**config.mk**
```make
export PLATFORM = sky130hd
export DESIGN_NAME = busclk_divider
export DESIGN_NICKNAME = d
export VERILOG_FILES = /design/src/rtl/busclk_pkg.sv /design/src/rtl/busclk_code_map.sv /design/src/rtl/busclk_phase_fsm.sv /design/src/rtl/busclk_edge_out.sv /design/src/rtl/busclk_divider.sv
export SDC_FILE = /design/constraint.sdc
export NUM_CORES = 1
export LEC_CHECK = 0
export ABC_AREA = 1
export BUFFER_PORTS_ARGS = -buffer_cell sky130_fd_sc_hd__buf_4
export CAP_MARGIN = 15
export CORE_MARGIN = 3
export CORE_UTILIZATION = 40
export CTS_BUF_LIST = sky130_fd_sc_hd__clkbuf_2
export DETAILED_ROUTE_END_ITERATION = 8
export GPL_TIMING_DRIVEN = 0
export PLACE_DENSITY = 0.59
export SLEW_MARGIN = 20
export SYNTH_ARGS = -nofsm -noshare
export SYNTH_HDL_FRONTEND = slang
export SYNTH_SLANG_ARGS = --single-unit
```
**constraint.sdc**
```tcl
create_clock -name clk -period 1.68 [get_ports clk]
set_input_delay 0.42 -clock clk [delete_from_list [all_inputs] [get_ports clk]]
set_output_delay 0.42 -clock clk [all_outputs]
set_load 0.01 [all_outputs]
```
**src/rtl/busclk_pkg.sv**
```systemverilog
package busclk_pkg;

    // Largest divide ratio any select code can ask for.
    localparam int unsigned DIV_MAX = 12;

    typedef enum logic [1:0] {
        PH_REF_LOW  = 2'd0,
        PH_REF_HIGH = 2'd1,
        PH_DIV_HIGH = 2'd2,
        PH_DIV_LOW  = 2'd3
    } phase_e;

    // Ratio for a select code; 0 means "follow the reference" (codes 0 and 7).
    function automatic int unsigned divisor_of(input int unsigned code);
        if (code >= 1 && code <= 3)
            return code + 3;
        else if (code >= 4 && code <= 6)
            return code * 2;
        else
            return 0;
    endfunction

    // High phase takes the extra cycle of an odd ratio.
    function automatic int unsigned high_len_of(input int unsigned ratio);
        return (ratio + 1) / 2;
    endfunction

    function automatic logic is_high(input phase_e p);
        return (p == PH_REF_HIGH) || (p == PH_DIV_HIGH);
    endfunction

endpackage

```
**src/rtl/busclk_code_map.sv**
```systemverilog
module busclk_code_map #(
    parameter int unsigned SEL_W = 3,
    parameter int unsigned CNT_W = 4
) (
    input  logic [SEL_W-1:0] code,
    output logic             use_ref,
    output logic [CNT_W-1:0] div_len,
    output logic [CNT_W-1:0] hi_len
);

    localparam int unsigned NCODE = 1 << SEL_W;

    logic [NCODE-1:0] hit;
    logic [NCODE-1:0] ref_tbl;
    logic [CNT_W-1:0] div_tbl [NCODE];
    logic [CNT_W-1:0] hi_tbl  [NCODE];

    // One table row per code, computed from the package functions.
    generate
        for (genvar gi = 0; gi < NCODE; gi++) begin : g_code
            localparam int unsigned DV = busclk_pkg::divisor_of(gi);
            assign hit[gi]     = (code == SEL_W'(gi));
            assign ref_tbl[gi] = (DV == 0);           // code 7 joins code 0
            assign div_tbl[gi] = CNT_W'(DV);
            assign hi_tbl[gi]  = CNT_W'(busclk_pkg::high_len_of(DV));
        end
    endgenerate

    // One-hot AND-OR select over the rows.
    always_comb begin
        use_ref = 1'b0;
        div_len = '0;
        hi_len  = '0;
        for (int i = 0; i < NCODE; i++) begin
            if (hit[i]) begin
                use_ref = use_ref | ref_tbl[i];
                div_len = div_len | div_tbl[i];
                hi_len  = hi_len  | hi_tbl[i];
            end
        end
    end

endmodule

```
**src/rtl/busclk_phase_fsm.sv**
```systemverilog
module busclk_phase_fsm
    import busclk_pkg::*;
#(
    parameter int unsigned CNT_W = 4
) (
    input  logic             clk,
    input  logic             rst_n,
    input  logic             ref_tick,
    input  logic             sel_ref,
    input  logic [CNT_W-1:0] sel_div,
    input  logic [CNT_W-1:0] sel_hi,
    output phase_e           phase_q,
    output phase_e           phase_nx,
    output logic [CNT_W-1:0] cnt_q,
    output logic [CNT_W-1:0] div_q,
    output logic             mode_ref
);

    localparam logic [CNT_W-1:0] RST_DIV = CNT_W'(divisor_of(1));
    localparam logic [CNT_W-1:0] RST_HI  = CNT_W'(high_len_of(divisor_of(1)));

    logic [CNT_W-1:0] hi_q;
    logic [CNT_W-1:0] cnt_nx;
    logic [CNT_W-1:0] div_nx;
    logic [CNT_W-1:0] hi_nx;

    // State register: R1 reset into reference mode with the counter cleared.
    always_ff @(posedge clk or negedge rst_n) begin
        if (!rst_n) begin
            phase_q <= PH_REF_LOW;
            cnt_q   <= '0;
            div_q   <= RST_DIV;
            hi_q    <= RST_HI;
        end else begin
            phase_q <= phase_nx;
            cnt_q   <= cnt_nx;
            div_q   <= div_nx;
            hi_q    <= hi_nx;
        end
    end

    // Next state. The select is consulted only where the clock would rise.
    always_comb begin
        phase_nx = phase_q;
        cnt_nx   = cnt_q;
        div_nx   = div_q;
        hi_nx    = hi_q;
        unique case (phase_q)
            PH_REF_LOW: begin
                if (ref_tick) begin
                    if (sel_ref) begin
                        phase_nx = PH_REF_HIGH;          // reference rise
                    end else begin
                        phase_nx = PH_DIV_HIGH;          // reference -> divide
                        cnt_nx   = '0;
                        div_nx   = sel_div;
                        hi_nx    = sel_hi;
                    end
                end
            end
            PH_REF_HIGH: begin
                if (ref_tick)
                    phase_nx = PH_REF_LOW;               // reference fall
            end
            PH_DIV_HIGH: begin
                cnt_nx = cnt_q + 1'b1;
                if (cnt_q == hi_q - 1'b1)
                    phase_nx = PH_DIV_LOW;               // divided fall
            end
            PH_DIV_LOW: begin
                if (cnt_q == div_q - 1'b1) begin
                    cnt_nx = '0;
                    if (sel_ref) begin
                        phase_nx = PH_REF_LOW;           // divide -> reference
                    end else begin
                        phase_nx = PH_DIV_HIGH;          // divided wrap
                        div_nx   = sel_div;
                        hi_nx    = sel_hi;
                    end
                end else begin
                    cnt_nx = cnt_q + 1'b1;
                end
            end
            default: phase_nx = PH_REF_LOW;
        endcase
    end

    assign mode_ref = (phase_q == PH_REF_LOW) || (phase_q == PH_REF_HIGH);

endmodule

```
**src/rtl/busclk_edge_out.sv**
```systemverilog
module busclk_edge_out
    import busclk_pkg::*;
(
    input  logic   clk,
    input  logic   rst_n,
    input  phase_e phase_q,
    input  phase_e phase_nx,
    output logic   bus_clk,
    output logic   bus_ce
);

    // Outputs are registered from the next state, so they are glitch-free flops.
    always_ff @(posedge clk or negedge rst_n) begin
        if (!rst_n) begin
            bus_clk <= 1'b0;
            bus_ce  <= 1'b0;
        end else begin
            bus_clk <= is_high(phase_nx);
            bus_ce  <= is_high(phase_nx) && !is_high(phase_q);
        end
    end

endmodule

```
**src/rtl/busclk_divider.sv**
```systemverilog
module busclk_divider #(
    parameter int unsigned CFG_W = 8,
    parameter int unsigned SEL_W = 3
) (
    input  logic             clk,
    input  logic             rst_n,
    input  logic             ref_tick,
    input  logic [CFG_W-1:0] cfg_byte,
    output logic             bus_clk,
    output logic             bus_ce
);

    localparam int unsigned CNT_W = $clog2(busclk_pkg::DIV_MAX);

    logic [SEL_W-1:0] sel_code;
    logic             cfg_hi_unused;
    logic             sel_ref;
    logic [CNT_W-1:0] sel_div;
    logic [CNT_W-1:0] sel_hi;
    busclk_pkg::phase_e phase_q;
    busclk_pkg::phase_e phase_nx;
    logic [CNT_W-1:0] cnt_q;
    logic [CNT_W-1:0] div_q;
    logic             mode_ref;

    // only the low field selects; the upper bits go nowhere.
    assign sel_code      = cfg_byte[SEL_W-1:0];
    assign cfg_hi_unused = ^cfg_byte[CFG_W-1:SEL_W];

    busclk_code_map #(
        .SEL_W (SEL_W),
        .CNT_W (CNT_W)
    ) i_code_map (
        .code    (sel_code),
        .use_ref (sel_ref),
        .div_len (sel_div),
        .hi_len  (sel_hi)
    );

    busclk_phase_fsm #(
        .CNT_W (CNT_W)
    ) i_phase_fsm (
        .clk      (clk),
        .rst_n    (rst_n),
        .ref_tick (ref_tick),
        .sel_ref  (sel_ref),
        .sel_div  (sel_div),
        .sel_hi   (sel_hi),
        .phase_q  (phase_q),
        .phase_nx (phase_nx),
        .cnt_q    (cnt_q),
        .div_q    (div_q),
        .mode_ref (mode_ref)
    );

    busclk_edge_out i_edge_out (
        .clk      (clk),
        .rst_n    (rst_n),
        .phase_q  (phase_q),
        .phase_nx (phase_nx),
        .bus_clk  (bus_clk),
        .bus_ce   (bus_ce)
    );

endmodule

```
==> Word level (Yosys, flattened, before mapping) <==
Index checks and enable logic that the tools add are counted.
{ "totals": {"register_bits": 16, "input_bits": 11, "out_inout_bits": 2, "elab_cells": 69} }
{ "classes": {"n_mux": 33, "eq_ne": 17, "reduce_logical": 10, "add_sub_neg": 3} }
{ "ops": {"columns": ["op", "n"], "rows": [
  ["4-bit 2-to-1 mux", 12],
  ["2-bit 2-to-1 mux", 9],
  ["3-bit 2-to-1 mux", 6],
  ["4-bit case mux with 2 select lines", 2],
  ["3-bit == test (second input constant)", 4],
  ["4-bit case mux with 3 select lines", 1],
  ["4-bit == test", 2],
  ["2-bit case mux with 4 select lines", 1],
  ["4-bit by 1-bit subtractor with 4-bit output (second input constant)", 2],
  ["2-bit == test (second input constant)", 3],
  ["3-bit by 2-bit == test with 1-bit output (second input constant)", 2],
  ["3-bit AND reduction", 2],
  ["4-bit by 1-bit adder with 4-bit output (second input constant)", 1],
  ["2-bit by 1-bit == test with 1-bit output (second input constant)", 2],
  ["2-bit != test (second input constant)", 2],
  ["3-bit by 1-bit == test with 1-bit output (second input constant)", 1],
  ["3-bit zero test", 1],
  ["3-bit nonzero test", 1],
  ["2-bit zero test", 1],
  ["1-bit logical OR", 2],
  ["1-bit 2-to-1 mux", 2],
  ["2-bit by 1-bit != test with 1-bit output (second input constant)", 1],
  ["2-bit nonzero test", 1],
  ["1-bit logical AND", 1],
  ["1-bit zero test", 1]
]} }

==> Depth between registers and ports, before layout <==
{ "logic_depth": {"depth_word": 10, "ltp_mapped": 17, "depth_no_buf": 17} }

==> By module <==
A second synthesis with hierarchy kept.
{ "hier_totals": {"cells_unflattened": 160, "area_unflattened_um2": 1201.2} }
{ "by_module_without_submodules": {"columns": ["module", "area_each_um2", "n_inst", "cells_each", "seq_area_each_um2"], "rows": [
  ["busclk_phase_fsm", 1013.5, 1, 126, 352.8],
  ["busclk_edge_out", 95.1, 1, 14, 50.0],
  ["busclk_code_map", 92.6, 1, 20, 0.0]
]} }

==> Worst setup path before layout <==
OpenSTA, ideal clock, no wires.
{ "synth_path": {"path_kind": "flip-flop to flip-flop", "startpoint": "register i_phase_fsm.div_q[2]", "endpoint": "register i_edge_out.bus_clk", "n_path_buf": 0, "arrival_ps": 1660, "path_slack_ps": -96, "path_stages_with_launch": 11, "setup_time_ps": 116, "t_required_ps": 1564, "period_less_slack_ps": 1776, "cell_sequence": "dfstp_2 > inv_2 > ha_1 > or2_1 > and3_1 > a21oi_1 > nand2_1 > nand2_1 > nand3_1 > nand2_1 > inv_1"} }
{ "synth_via": {"elab_chain_len": 6, "elab_cells_between_ends": 7, "classes_between": "1 x add/sub; 3 x eq/ne; 2 x mux; 1 x reduce/logical"} }
{ "synth_rtl": {"columns": ["element", "line_no", "rtl"], "rows": [
  ["from (decl)", "busclk_phase_fsm.sv:15", "output logic [CNT_W-1:0] div_q,"],
  ["from (signal assigned)", "busclk_phase_fsm.sv:37", "div_q <= div_nx;"],
  ["4-bit by 1-bit subtractor with 4-bit output *", "busclk_phase_fsm.sv:71", "if (cnt_q == div_q - 1'b1) begin"],
  ["4-bit == test *", "busclk_phase_fsm.sv:71", null],
  ["2-bit 2-to-1 mux *", "busclk_phase_fsm.sv:71", null],
  ["2-bit case mux with 4 select lines *", "busclk_phase_fsm.sv:48", "unique case (phase_q)"],
  ["2-bit by 1-bit == test with 1-bit output or 2-bit == test (tied branches)", "busclk_pkg.sv:29", "return (p == PH_REF_HIGH) || (p == PH_DIV_HIGH);"],
  ["1-bit logical OR *", "busclk_pkg.sv:29", null],
  ["to (signal assigned)", "busclk_edge_out.sv:18", "bus_clk <= is_high(phase_nx);"],
  ["to (decl)", "busclk_edge_out.sv:8", "output logic bus_clk,"]
]} }
Mark *: on every way between the ends. The rest lies on a longest branch, timed or not.
A chain may end at the register's enable or synchronous reset.

==> Final worst setup path <==
{ "layout_path": {"startpoint": "register i_phase_fsm.div_q[0]", "endpoint": "register i_edge_out.bus_ce"} }
{ "layout_via": {"elab_chain_len": 7, "elab_cells_between_ends": 8, "classes_between": "1 x add/sub; 3 x eq/ne; 2 x mux; 2 x reduce/logical"} }
{ "layout_rtl": {"columns": ["element", "line_no", "rtl"], "rows": [
  ["4-bit by 1-bit subtractor with 4-bit output *", "busclk_phase_fsm.sv:71", null],
  ["4-bit == test *", "busclk_phase_fsm.sv:71", null],
  ["2-bit 2-to-1 mux *", "busclk_phase_fsm.sv:71", null],
  ["2-bit case mux with 4 select lines *", "busclk_phase_fsm.sv:48", null],
  ["via i_edge_out.phase_nx[0]", "busclk_edge_out.sv:7", "input phase_e phase_nx,"],
  ["2-bit by 1-bit == test with 1-bit output or 2-bit == test (tied branches)", "busclk_pkg.sv:29", null],
  ["1-bit logical OR *", "busclk_pkg.sv:29", null],
  ["1-bit logical AND *", "busclk_edge_out.sv:19", "bus_ce <= is_high(phase_nx) && !is_high(phase_q);"],
  ["to (signal assigned)", "busclk_edge_out.sv:19", null],
  ["to (decl)", "busclk_edge_out.sv:9", "output logic bus_ce"]
]} }
Mark *: on every way through the listed nets, which the timed path passes. The rest lies on a longest branch.

==> results by group <==
Placed design
  • HPWL Detailed: 1595 µm
  • Post-Place Setup Slack: -0.1960 ns
  • I/O Buffers: 7
  • Post-DP Area: 1097 µm²
  • # placed instances: 174
  • RD Place Congestion: 0.7866

Cells and area
  • Layout Utilization: 0.5772
  • Nets: around 180
  • Fraction of layout cells with a size suffix above 1: 0.3879
  • Most frequent cells in the layout: nand2_1, buf_4, inv_2, dfrtp_1, inv_1
  • Final Non-Filler Cells: a little under 200
  • Commonest non-fill, non-tap cell in the layout: nand2_1
  • Final instance area: 1314 µm²
  • Antenna cells: 0
  • Syn-to-layout area delta: 33.76%

Timing
  • Slew Limit Fails: 0
  • Final Cycle Share: 1.049
  • Clock Skew: 0.005062 ns
  • Final Hold Violating Endpoints: 0
  • WHS: 0.4034 ns
  • Final setup vio count: 7
  • Fmax: 567.3 MHz
  • Slew margin rel.: 0.7967
  • RSZ-0062 raised after global routing: true
  • Setup ws final: -0.08286 ns
  • Final Critical Period: between 1.5 and 2 ns
  • Setup TNS: -0.4264 ns
  • Tightest Pin Transition: 0.3037 ns

Synthesis
  • Sequential fraction of the synthesis area: 0.3325
  • Total nets after synthesis: 157
  • Synth Warn #: 0
  • Yosys reg bits: 13
  • Yosys cell types: 23
  • Mapped Area: 982.2 µm²
  • Synthesized area per cell: 7.066 µm²
  • Synthesized instance count: roughly 140

Global route
  • Global-route usage over all layers: 0.1563
  • Initial antenna violation count: 0
  • Pin count of the biggest net entering global routing: 14
  • Global-route wire length before repair: 3898 µm
  • Number of global-route vias before repair: 933
  • GRT overflow: 0

Setup path
  • Most Frequent Cell on Critical Path: nand2_2
  • Delay-heaviest family, CP: simple AND/OR/NAND/NOR gates
  • Crit. End Element: register
  • CP max stage cell: dfrtp_1
  • Crit path cell chain: inv_2, ha_4, xnor2_2, nor2_2, nand3_4, nand2_4, nand2_2, nand2_2, nand2_2, nand2_2, inv_2, nand2_2, nand2_2, nor2_2
  • Crit-path max FO: 4
  • Worst EP required: 1.91 ns
  • Crit Path Class: register to register
  • Slowest Stage Delay on Critical Path: 0.41 ns
  • Reg2reg start: i_phase_fsm.div_q[0]
  • Critical path arrival: roughly 2.0 ns
  • CP bufs+invs: 2
  • Worst setup path startpoint: i_phase_fsm.div_q[0]
  • Startpoint types: register

Drt
  • Drt via density: ~4.9
  • Post-route ant nets: 0
  • First-pass DRT Iterations: 4
  • Routed WL per cell: between 10 and 15 µm
  • DR iter-0 viols: 25
  • # DRC: 0
  • Vias: 938
  • Drt total wl: 2291 µm

Run status
  • Failing checks: negative setup slack
  • Status: finished, violations left

Clock network
  • CTS root buf: clkbuf_2
  • Clk_lat worst skew: 0.29 ns
  • Sink Count: 13
  • TritonCTS clock tree: done
  • CTS max path bufs: 2
  • CTS clk-pin slew, worst paths: 0.14 ns
  • CTS Buf Count: 3
  • Htree depth: 1

Die
  • Core ar.: 2276 µm²
  • Die Wd: 55.55 µm
  • I/O pin count: 13
  • Full die area: 3086 µm²
  • Starting Density: 0.4316
  • Cell row count: 17
  • Die Height: 55.55 µm

Job
  • Max-Cap Viols: 0

Pwr
  • Share of power burned in registers: 0.216
  • P_int: 1.344 mW
  • Psw: 1.237 mW
  • Leak: approximately 0.67 nW
  • Pwr/cell area: 1965 nW/µm²
  • Sw Share: 0.4791
  • Clock share of power: 0.066
  • Total chip power: 2.581 mW
  • Maximum VDD drop: 1203 µV
  • Combinational power share: 0.718

Worst hold path
  • Worst Hold Class: input port to register
  • Hold wc startpoint: cfg_byte[0]
-- routing by layer --
layer / vias to the layer above / global-route usage / share of wire
met5: - / 0 / 0
met4: 0 / 0.03125 / 0.0096
met3: 4 / 0.04673 / 0.043
met2: 17 / 0.2736 / 0.51
met1: 430 / 0.1882 / 0.44
li1: 487 / - / -
-- area by class of cell --
| class | count | area [µm²] |
|---|---|---|
| clock buffers | 3 | 15.01 |
| flip-flops and latches | 13 | 326.6 |
| inverters | 24 | 92.59 |
| repair buffers | 22 | 167.7 |
| well taps | 28 | 35.03 |
| multi-input cells | 102 | 671.9 |
| clock inverters | 1 | 5.005 |
| fillers | 199 | 962.2 |
-- synthesized netlist by cell type, drive strengths merged --
cell type,instances,area share
ha,7,0.089
o21ai,8,0.041
dfstp,1,0.027
and3,1,0.0064
nor2,15,0.065
xnor2,2,0.018
a21oi,3,0.027
nand4,2,0.013
dfrtp,12,0.31
xor2,4,0.036
nand3,10,0.056
nand2,43,0.17
mux2i,1,0.010
o211ai,2,0.015
or2,2,0.013
o22ai,2,0.013
inv,24,0.092
-- tightest hold or removal path, delay by kind of cell --
family / cells / cell delay (ns)
AO/OA/AOI/OAI: 1 / 0.11
AND/OR/NAND/NOR: 1 / 0.04
buffers and inverters: 1 / 0.08
-- final timing paths --
kind / endpoint / slack (ns) / depth (start not counted)
hold reg to reg: i_phase_fsm.hi_q[0] / 0.66 / 2
setup reg to reg: i_edge_out.bus_ce / -0.08 / 14
max in group asynchronous: i_phase_fsm.div_q[2] / 0.95 / 2
setup / recovery: i_edge_out.bus_ce / -0.08 / 14
min in group asynchronous: i_phase_fsm.cnt_q[3] / 0.49 / 2
hold / removal: i_phase_fsm.hi_q[0] / 0.40 / 3
-- logic make-up (layout without fill, tap and decap cells) --
kind of cell	Yosys count	after routing	synth area share
buf+inv	24	50	0.09172
mux	1	1	0.01019
fa+ha+maj	7	7	0.08917
flops	13	13	0.3325
xor+xnor	6	6	0.05350
simple gates	73	73	0.3274
compound gates	15	15	0.09554
-- state kept, by name, indices dropped and copies added (netlist names) --
name,cells
i_edge_out.bus_ce,1
i_phase_fsm.cnt_q,4
i_edge_out.bus_clk,1
i_phase_fsm.phase_q,2
i_phase_fsm.div_q,4
i_phase_fsm.hi_q,1
-- power by group through the flow --
stage	clock [mW]	combinational, mW	sequential (mW)
finish	0.170	1.85	0.558
global route	0.189	2.07	0.574
CTS	0.176	1.59	0.548
detailed placement	0	1.31	0.572
global placement	0	1.28	0.573
floorplan	0	1.03	0.558
-- repair_timing --
item,CTS,global route
hold buffers,1,0
gates cloned,0,0
hold endpoints to repair,12,0
pin swaps,8,11
gates resized for setup,9,17
setup endpoints to repair,9,13
setup buffers,7,7
No activity file was read; power rests on OpenSTA's default activity.
